--- src/rtl/btt_pkg.sv ---
package btt_pkg;
   localparam logic [3:0] MODE_A_ONLY      = 4'd0;
   localparam logic [3:0] MODE_A_OR_B      = 4'd1;
   localparam logic [3:0] MODE_A_THEN_B    = 4'd2;
   localparam logic [3:0] MODE_EV_B        = 4'd3;
   localparam logic [3:0] MODE_A_THEN_EV_B = 4'd4;
   localparam logic [3:0] MODE_ADDR_DATA   = 4'd5;
   localparam logic [3:0] MODE_ADDR_NDATA  = 4'd6;
   localparam logic [3:0] MODE_INSIDE      = 4'd7;
   localparam logic [3:0] MODE_OUTSIDE     = 4'd8;

   localparam logic [1:0] SEL_REF_A = 2'd0;
   localparam logic [1:0] SEL_REF_B = 2'd1;
   localparam logic [1:0] SEL_CTRL  = 2'd2;
   localparam logic [1:0] SEL_ARM   = 2'd3;

   function automatic logic is_event_mode(input logic [3:0] m);
      return (m == MODE_EV_B) || (m == MODE_A_THEN_EV_B);
   endfunction

   function automatic logic tag_capable(input logic [3:0] m);
      return m <= MODE_A_THEN_B;
   endfunction
endpackage

--- src/rtl/btt_match.sv ---
module btt_match #(
   parameter int AW = 16,
   parameter int DW = 8
)(
   input  logic [AW-1:0] addr,
   input  logic [DW-1:0] data,
   input  logic [AW-1:0] ref_a,
   input  logic [AW-1:0] ref_b,
   output logic          eq_a,
   output logic          eq_b,
   output logic          data_eq,
   output logic          in_range,
   output logic          out_range
);
   generate
      if (DW > AW) begin : g_bad_dw
         $error("btt_match: DW must not exceed AW");
      end
   endgenerate

   assign eq_a      = (addr == ref_a);
   assign eq_b      = (addr == ref_b);
   assign data_eq   = (data == ref_b[DW-1:0]);
   assign in_range  = (addr >= ref_a) && (addr <= ref_b);
   assign out_range = (addr < ref_a) || (addr > ref_b);
endmodule

--- src/rtl/btt_tag_queue.sv ---
module btt_tag_queue #(
   parameter int AW    = 16,
   parameter int SLOTS = 4
)(
   input  logic          clk,
   input  logic          rst_n,
   input  logic          clr,
   input  logic          ins_valid,
   input  logic [AW-1:0] ins_addr,
   input  logic          ins_a,
   input  logic          ins_b,
   input  logic          exec_valid,
   input  logic [AW-1:0] exec_addr,
   output logic          hit_a,
   output logic          hit_b
);
   generate
      if (SLOTS < 1) begin : g_bad_slots
         $error("btt_tag_queue: SLOTS must be at least 1");
      end
   endgenerate

   logic [SLOTS-1:0] vld_q, kind_a_q, kind_b_q, match, free_pick;
   logic [AW-1:0]    addr_q [SLOTS];
   logic             found;

   genvar s;
   generate
      for (s = 0; s < SLOTS; s++) begin : g_slot
         assign match[s] = exec_valid && vld_q[s] && (addr_q[s] == exec_addr);
      end
   endgenerate

   assign hit_a = |(match & kind_a_q);
   assign hit_b = |(match & kind_b_q);

   always_comb begin
      free_pick = '0;
      found     = 1'b0;
      for (int i = 0; i < SLOTS; i++) begin
         if (!vld_q[i] && !found) begin
            free_pick[i] = 1'b1;
            found        = 1'b1;
         end
      end
   end

   always_ff @(posedge clk or negedge rst_n) begin
      if (!rst_n) begin
         vld_q    <= '0;
         kind_a_q <= '0;
         kind_b_q <= '0;
         for (int i = 0; i < SLOTS; i++) addr_q[i] <= '0;
      end else if (clr) begin
         vld_q <= '0;
      end else begin
         for (int i = 0; i < SLOTS; i++) begin
            if (match[i]) vld_q[i] <= 1'b0;
            if (ins_valid && free_pick[i]) begin
               vld_q[i]    <= 1'b1;
               addr_q[i]   <= ins_addr;
               kind_a_q[i] <= ins_a;
               kind_b_q[i] <= ins_b;
            end
         end
      end
   end


   flush_drops_chk: assert property (@(posedge clk) disable iff (!rst_n)
      clr |=> !(hit_a || hit_b));
endmodule

--- src/rtl/btt_capture_fifo.sv ---
module btt_capture_fifo #(
   parameter int W     = 16,
   parameter int DEPTH = 8
)(
   input  logic                       clk,
   input  logic                       rst_n,
   input  logic                       clr,
   input  logic                       push,
   input  logic [W-1:0]               din,
   input  logic                       pop,
   output logic [$clog2(DEPTH+1)-1:0] count,
   output logic [W-1:0]               rdata
);
   localparam int PW = $clog2(DEPTH);
   localparam int CW = $clog2(DEPTH+1);

   generate
      if (DEPTH < 2 || (DEPTH & (DEPTH - 1)) != 0) begin : g_bad_depth
         $error("btt_capture_fifo: DEPTH must be a power of two >= 2");
      end
   endgenerate

   logic [W-1:0]  mem [DEPTH];
   logic [PW-1:0] wp_q, rp;
   logic [CW-1:0] cnt_q;
   logic          full, do_pop;

   assign full   = (cnt_q == CW'(DEPTH));
   assign do_pop = pop && (cnt_q != '0) && !push;
   assign rp     = wp_q - PW'(cnt_q);
   assign rdata  = mem[rp];
   assign count  = cnt_q;

   always_ff @(posedge clk or negedge rst_n) begin
      if (!rst_n) begin
         wp_q  <= '0;
         cnt_q <= '0;
         for (int i = 0; i < DEPTH; i++) mem[i] <= '0;
      end else if (clr) begin
         wp_q  <= '0;
         cnt_q <= '0;
      end else if (push) begin
         mem[wp_q] <= din;
         wp_q      <= wp_q + 1'b1;
         if (!full) cnt_q <= cnt_q + 1'b1;
      end else if (do_pop) begin
         cnt_q <= cnt_q - 1'b1;
      end
   end


   count_bound_chk: assert property (@(posedge clk) disable iff (!rst_n)
      cnt_q <= CW'(DEPTH));


   wrap_keeps_full_chk: assert property (@(posedge clk) disable iff (!rst_n)
      (push && full && !clr) |=> (cnt_q == CW'(DEPTH)));


   clear_empties_chk: assert property (@(posedge clk) disable iff (!rst_n)
      clr |=> (cnt_q == '0));
endmodule

--- src/rtl/bus_trace_trigger.sv ---
module bus_trace_trigger
   import btt_pkg::*;
#(
   parameter int AW        = 16,
   parameter int DW        = 8,
   parameter int DEPTH     = 8,
   parameter int TAG_SLOTS = 4
)(
   input  logic                       clk,
   input  logic                       rst_n,
   input  logic                       bus_valid,
   input  logic [AW-1:0]              bus_addr,
   input  logic [DW-1:0]              bus_data,
   input  logic                       bus_fetch,
   input  logic                       exec_valid,
   input  logic [AW-1:0]              exec_addr,
   input  logic                       tag_flush,
   input  logic                       cfg_we,
   input  logic [1:0]                 cfg_sel,
   input  logic [AW-1:0]              cfg_wdata,
   output logic [AW-1:0]              cfg_rdata,
   input  logic                       fifo_pop,
   output logic                       trig_o,
   output logic                       fifo_wr_o,
   output logic [AW-1:0]              fifo_wdata_o,
   output logic [$clog2(DEPTH+1)-1:0] fifo_count,
   output logic [AW-1:0]              fifo_rdata
);
   localparam int CW = $clog2(DEPTH+1);

   generate
      if (AW < 8 || DW > AW) begin : g_bad_width
         $error("bus_trace_trigger: need AW >= 8 and DW <= AW");
      end
   endgenerate

   logic [AW-1:0] ref_a_q, ref_b_q;
   logic [3:0]    mode_q;
   logic          tag_q, start_q, arm_q, seq_q, trg_q;
   logic          eq_a, eq_b, data_eq, in_rng, out_rng;
   logic          tq_a, tq_b;
   logic          ev_mode, use_tag, fa, fb, qa, qb, ins;
   logic          hit, fire, event_now, seq_set, push, stop;
   logic          ctrl_wr, arming, disarm;
   logic [AW-1:0] pdata;
   logic [CW-1:0] cnt;

   btt_match #(.AW(AW), .DW(DW)) match_i (
      .addr(bus_addr), .data(bus_data), .ref_a(ref_a_q), .ref_b(ref_b_q),
      .eq_a(eq_a), .eq_b(eq_b), .data_eq(data_eq),
      .in_range(in_rng), .out_range(out_rng)
   );

   assign ev_mode = is_event_mode(mode_q);
   assign use_tag = tag_q && tag_capable(mode_q);
   assign fa      = bus_valid && eq_a;
   assign fb      = bus_valid && eq_b;
   assign ins     = arm_q && use_tag && bus_valid && bus_fetch && (eq_a || eq_b);

   btt_tag_queue #(.AW(AW), .SLOTS(TAG_SLOTS)) tagq_i (
      .clk(clk), .rst_n(rst_n), .clr(tag_flush || !arm_q),
      .ins_valid(ins), .ins_addr(bus_addr), .ins_a(eq_a), .ins_b(eq_b),
      .exec_valid(exec_valid), .exec_addr(exec_addr),
      .hit_a(tq_a), .hit_b(tq_b)
   );

   assign qa = use_tag ? tq_a : fa;
   assign qb = use_tag ? tq_b : fb;

   always_comb begin
      unique case (mode_q)
         MODE_A_ONLY:     hit = qa;
         MODE_A_OR_B:     hit = qa || qb;
         MODE_A_THEN_B:   hit = seq_q && qb;
         MODE_ADDR_DATA:  hit = fa && data_eq;
         MODE_ADDR_NDATA: hit = fa && !data_eq;
         MODE_INSIDE:     hit = bus_valid && in_rng;
         MODE_OUTSIDE:    hit = bus_valid && out_rng;
         default:         hit = 1'b0;
      endcase
   end

   assign fire      = arm_q && !trg_q && hit;
   assign event_now = arm_q && fb &&
                      ((mode_q == MODE_EV_B) || (mode_q == MODE_A_THEN_EV_B && seq_q));
   assign seq_set   = arm_q && (((mode_q == MODE_A_THEN_B) && qa) ||
                                ((mode_q == MODE_A_THEN_EV_B) && fa));

   always_comb begin
      if (ev_mode) begin
         push  = event_now;
         pdata = AW'(bus_data);
      end else if (start_q) begin
         push  = arm_q && bus_valid && (trg_q || fire);
         pdata = bus_addr;
      end else begin
         push  = arm_q && !trg_q && bus_valid;
         pdata = bus_addr;
      end
   end

   assign stop = arm_q && ((((ev_mode || start_q) && push && (cnt == CW'(DEPTH - 1)))) ||
                           (!ev_mode && !start_q && fire));

   btt_capture_fifo #(.W(AW), .DEPTH(DEPTH)) fifo_i (
      .clk(clk), .rst_n(rst_n), .clr(arming), .push(push), .din(pdata),
      .pop(fifo_pop && !arm_q), .count(cnt), .rdata(fifo_rdata)
   );

   assign ctrl_wr = cfg_we && (cfg_sel == SEL_CTRL) && !arm_q;
   assign arming  = cfg_we && (cfg_sel == SEL_ARM) && cfg_wdata[0] && !arm_q;
   assign disarm  = cfg_we && (cfg_sel == SEL_ARM) && !cfg_wdata[0];

   always_ff @(posedge clk or negedge rst_n) begin
      if (!rst_n) begin
         ref_a_q      <= '0;
         ref_b_q      <= '0;
         mode_q       <= '0;
         tag_q        <= 1'b0;
         start_q      <= 1'b0;
         arm_q        <= 1'b0;
         seq_q        <= 1'b0;
         trg_q        <= 1'b0;
         trig_o       <= 1'b0;
         fifo_wr_o    <= 1'b0;
         fifo_wdata_o <= '0;
      end else begin
         if (cfg_we && cfg_sel == SEL_REF_A) ref_a_q <= cfg_wdata;
         if (cfg_we && cfg_sel == SEL_REF_B) ref_b_q <= cfg_wdata;
         if (ctrl_wr) begin
            tag_q   <= cfg_wdata[7];
            start_q <= cfg_wdata[6];
            mode_q  <= cfg_wdata[3:0];
         end
         if (arming)       arm_q <= 1'b1;
         else if (disarm)  arm_q <= 1'b0;
         else if (stop)    arm_q <= 1'b0;

         if (arming || disarm || !arm_q) seq_q <= 1'b0;
         else if (seq_set)               seq_q <= 1'b1;

         if (arming)    trg_q <= 1'b0;
         else if (fire) trg_q <= 1'b1;

         trig_o       <= fire || event_now;
         fifo_wr_o    <= push;
         fifo_wdata_o <= pdata;
      end
   end

   always_comb begin
      unique case (cfg_sel)
         SEL_REF_A: cfg_rdata = ref_a_q;
         SEL_REF_B: cfg_rdata = ref_b_q;
         SEL_CTRL:  cfg_rdata = AW'({tag_q, start_q, 2'b00, mode_q});
         default:   cfg_rdata = AW'(arm_q);
      endcase
   end

   assign fifo_count = cnt;


   ctrl_locked_chk: assert property (@(posedge clk) disable iff (!rst_n)
      arm_q |=> $stable({tag_q, start_q, mode_q}));


   single_trig_chk: assert property (@(posedge clk) disable iff (!rst_n)
      (trig_o && !ev_mode) |=> !trig_o);


   seq_reset_chk: assert property (@(posedge clk) disable iff (!rst_n)
      !arm_q |=> !seq_q);
endmodule

--- config.mk ---
export PLATFORM = sky130hd
export DESIGN_NAME = bus_trace_trigger
export DESIGN_NICKNAME = d
export VERILOG_FILES = /design/src/rtl/btt_pkg.sv /design/src/rtl/btt_match.sv /design/src/rtl/btt_tag_queue.sv /design/src/rtl/btt_capture_fifo.sv /design/src/rtl/bus_trace_trigger.sv
export SDC_FILE = /design/constraint.sdc
export NUM_CORES = 1
export LEC_CHECK = 0
export BUFFER_PORTS_ARGS = -buffer_cell sky130_fd_sc_hd__buf_2
export CAP_MARGIN = 40
export CORE_UTILIZATION = 60
export CTS_BUF_LIST = sky130_fd_sc_hd__clkbuf_4
export DETAILED_ROUTE_END_ITERATION = 8
export PLACE_DENSITY = 0.9
export REMOVE_ABC_BUFFERS = 1
export SLEW_MARGIN = 40
export SYNTH_ARGS = -nofsm -noshare
export SYNTH_HDL_FRONTEND = slang
export SYNTH_SLANG_ARGS = --single-unit
--- constraint.sdc ---
create_clock -name clk -period 11.61 [get_ports clk]
set_clock_uncertainty 0.2 [all_clocks]
set_input_delay 3.483 -clock clk [delete_from_list [all_inputs] [get_ports clk]]
set_output_delay 3.483 -clock clk [all_outputs]
set_load 0.05 [all_outputs]
==> impl_metrics.json <==
{
  "status": "finished with violations",
  "violations": "design-rule violations",
  "layout-drive-gt1-share_pct": 37.95,
  "tns_ns": 0,
  "rows": 54,
  "holdPathEnd": "tagq_i.kind_b_q[0]",
  "yosysSeqAreaShare_pct": 49.80,
  "end_kind": "primary output",
  "path_max_fanout": 20,
  "whs_path_depth": 2,
  "final_cell_mix": "dfrtp_1 (270), mux2_2 (194), nand2_1 (149)",
  "grt_pass1_wl_um": 55280,
  "layout_commonest_cell": "dfrtp_1",
  "syn2layout_area_growth_pct": 13.37,
  "hpwlAfterDp_um": 23060,
  "rsz0062_at_grt": "false",
  "max_freq_mhz": 117.9,
  "hold_buffers": 0,
  "drc": 6,
  "irDropWorstVdd_mv": 0.3380,
  "die_x_um": 152.4,
  "grt_max_degree": 67,
  "grt_overflow": 0,
  "die_h_um": 152.4,
  "post_cts_resized": 0,
  "finalNonFillerCells": 1603,
  "clkLatencyLatePin_ns": 0.68,
  "p_switching_mw": 1.454,
  "antenna_found_initial": 1,
  "syn_area_um2": 13570,
  "drt-total-wl_um": 34410,
  "worstMarginPinSlew_ns": 0.7940,
  "first_pass_iters": 9,
  "rrSetupSlack_ns": 7.25,
  "relSlewSlack_pct": 46.96,
  "grt_usage_pct": 30.68,
  "slew_violations": 0,
  "h-tree-depth": 3,
  "maxCapViolCount": 0,
  "syn_inst": 1120,
  "synth_edf_count": 0,
  "hold_path_class": "reg -> reg",
  "clkSlewWorstSetupHoldPaths_ns": 0.07,
  "reg2reg_to": "fifo_i.mem[91]",
  "syn_avg_cell_area_um2": 12.11,
  "holdWs_ns": 0.2837,
  "io_buffers": 119,
  "vias": 9743,
  "cts_tree": "done",
  "internal_power_mw": 2.118,
  "min_period_over_period_pct": 73.08,
  "synth_ff_type": "dfrtp_1",
  "power_leakage_nw": 7.589,
  "synth.distinct_cells": 63,
  "hold_viol_final": 0,
  "io_pins": 120,
  "drt.antenna.violating_nets": 0,
  "clockPowerShare_pct": 22.3,
  "clock-sinks": 270,
  "drt_iter0_drc": 827,
  "async_flop_share_pct": 100.0,
  "critPathKind": "in -> out",
  "p_sw_share_pct": 40.71,
  "via_per_inst": 6.078,
  "worstPathArrival_ns": 4.80,
  "p_seq_share_pct": 36.2,
  "combPwrFrac_pct": 41.5,
  "yosysWarnings": 0,
  "period_minus_slack_ns": 8.484,
  "core_um2": 22030,
  "cts_buffers": 69,
  "wl_per_cell_um": 21.46,
  "first_global_vias": 10460,
  "start_kind": "primary input",
  "cts-root-buf": "clkbuf_4",
  "hold_start": "tagq_i.kind_b_q[0]",
  "gp_congestion": 0.9300,
  "cts_setup_buffers": 0,
  "required_ns": 7.93,
  "power_density_nw_per_um2": 232.2,
  "ys_seq_elements": 270,
  "rr_startpoint": "ref_a_q[7]",
  "fin_util_pct": 69.83,
  "initial_core_util_pct": 61.59,
  "clock_path_buffers": 3,
  "dieArea_um2": 23220,
  "finalSetupViolCount": 0,
  "placedCellCount": 1480,
  "final_nets": 1375,
  "r2r_cells": 13
}
## cell type report
type	instances	area, um2
antenna	3	7.507
clock buffer	96	720.7
clock inverter	24	125.1
fill	1446	6645
inverter	42	160.2
multi-input combinational	750	6452
sequential	270	6756
tap	280	350.3
timing repair buffer	138	808.3
## critical path: stages
cell    delay, ns
buf_2        0.48
mux4_2       0.60
buf_2        0.23
## how the worst max path moves through the flow
stage	end	depth (start not counted)	startpoint	slack [ns]
after detailed placement	cfg_rdata[0]	3	cfg_sel[0]	3.13
final	cfg_rdata[0]	3	cfg_sel[0]	3.13
after global placement	cfg_rdata[0]	3	cfg_sel[0]	3.18
after CTS	cfg_rdata[0]	3	cfg_sel[0]	3.12
after floorplan	cfg_rdata[1]	2	cfg_sel[0]	3.25
after global routing	cfg_rdata[0]	3	cfg_sel[0]	3.07
## sequential cells by signal, indices dropped and copies added, names as in the netlist
register         count
tagq_i.addr_q       64
ref_b_q             16
fifo_i.wp_q          3
trig_o               1
tag_q                1
trg_q                1
tagq_i.kind_a_q      4
fifo_i.mem         128
tagq_i.kind_b_q      4
arm_q                1
tagq_i.vld_q         4
fifo_wr_o            1
mode_q               4
seq_q                1
ref_a_q             16
fifo_wdata_o        16
fifo_i.count         4
start_q              1
## cell families (layout without fill, tap and decap cells)
family | after synthesis | in the layout | synth area share, %
flops | 270 | 270 | 49.80
mux | 254 | 254 | 23.94
buf+inv | 100 | 300 | 2.960
other cells | 0 | 3 | 0
xor+xnor | 75 | 75 | 4.842
simple gates | 284 | 284 | 10.35
compound gates | 99 | 99 | 4.492
fa+ha+maj | 38 | 38 | 3.615
## routing by layer
metal | vias up | part of all wire (%) | global-route usage (%)
met3 | 107 | 8.1 | 7.793
met5 | - | 0 | 0
met1 | 4863 | 40 | 39.04
met4 | 0 | 3.5 | 14.72
li1 | 4318 | - | -
met2 | 455 | 48 | 49.42
## per-stage QoR
step	setup slack [ns]	instance area, um2	power (mW)
2_1_floorplan	3.254	13330	2.360
3_3_place_gp	3.177	14430	2.703
6_report	3.126	15380	3.572
4_1_cts	3.119	15370	3.574
3_5_place_dp	3.125	14520	2.768
5_1_grt	3.075	15380	3.744
## power groups by stage
stage / logic (mW) / clock network (mW) / registers [mW]
after detailed placement: 1.47 / 0 / 1.30
after global routing: 1.57 / 0.860 / 1.31
after CTS: 1.48 / 0.806 / 1.29
after global placement: 1.42 / 0 / 1.28
final: 1.48 / 0.798 / 1.29
after floorplan: 1.04 / 0 / 1.32
## synthesized netlist by cell type (all sizes together) (17+ instances only)
cell type	instances	area, um2
inv	42	160.1
o21ai	49	256.5
dfrtp	270	6756
nor4	19	131.4
xnor2	28	245.2
mux2	204	2335
mux2i	17	170.2
xor2	47	411.6
mux4	33	743.2
clkbuf	42	157.7
nor2	28	105.1
ha	36	450.4
a21oi	17	85.08
nand2	149	559.3
nand4	20	125.1
(Power assumes the default switching activity.)
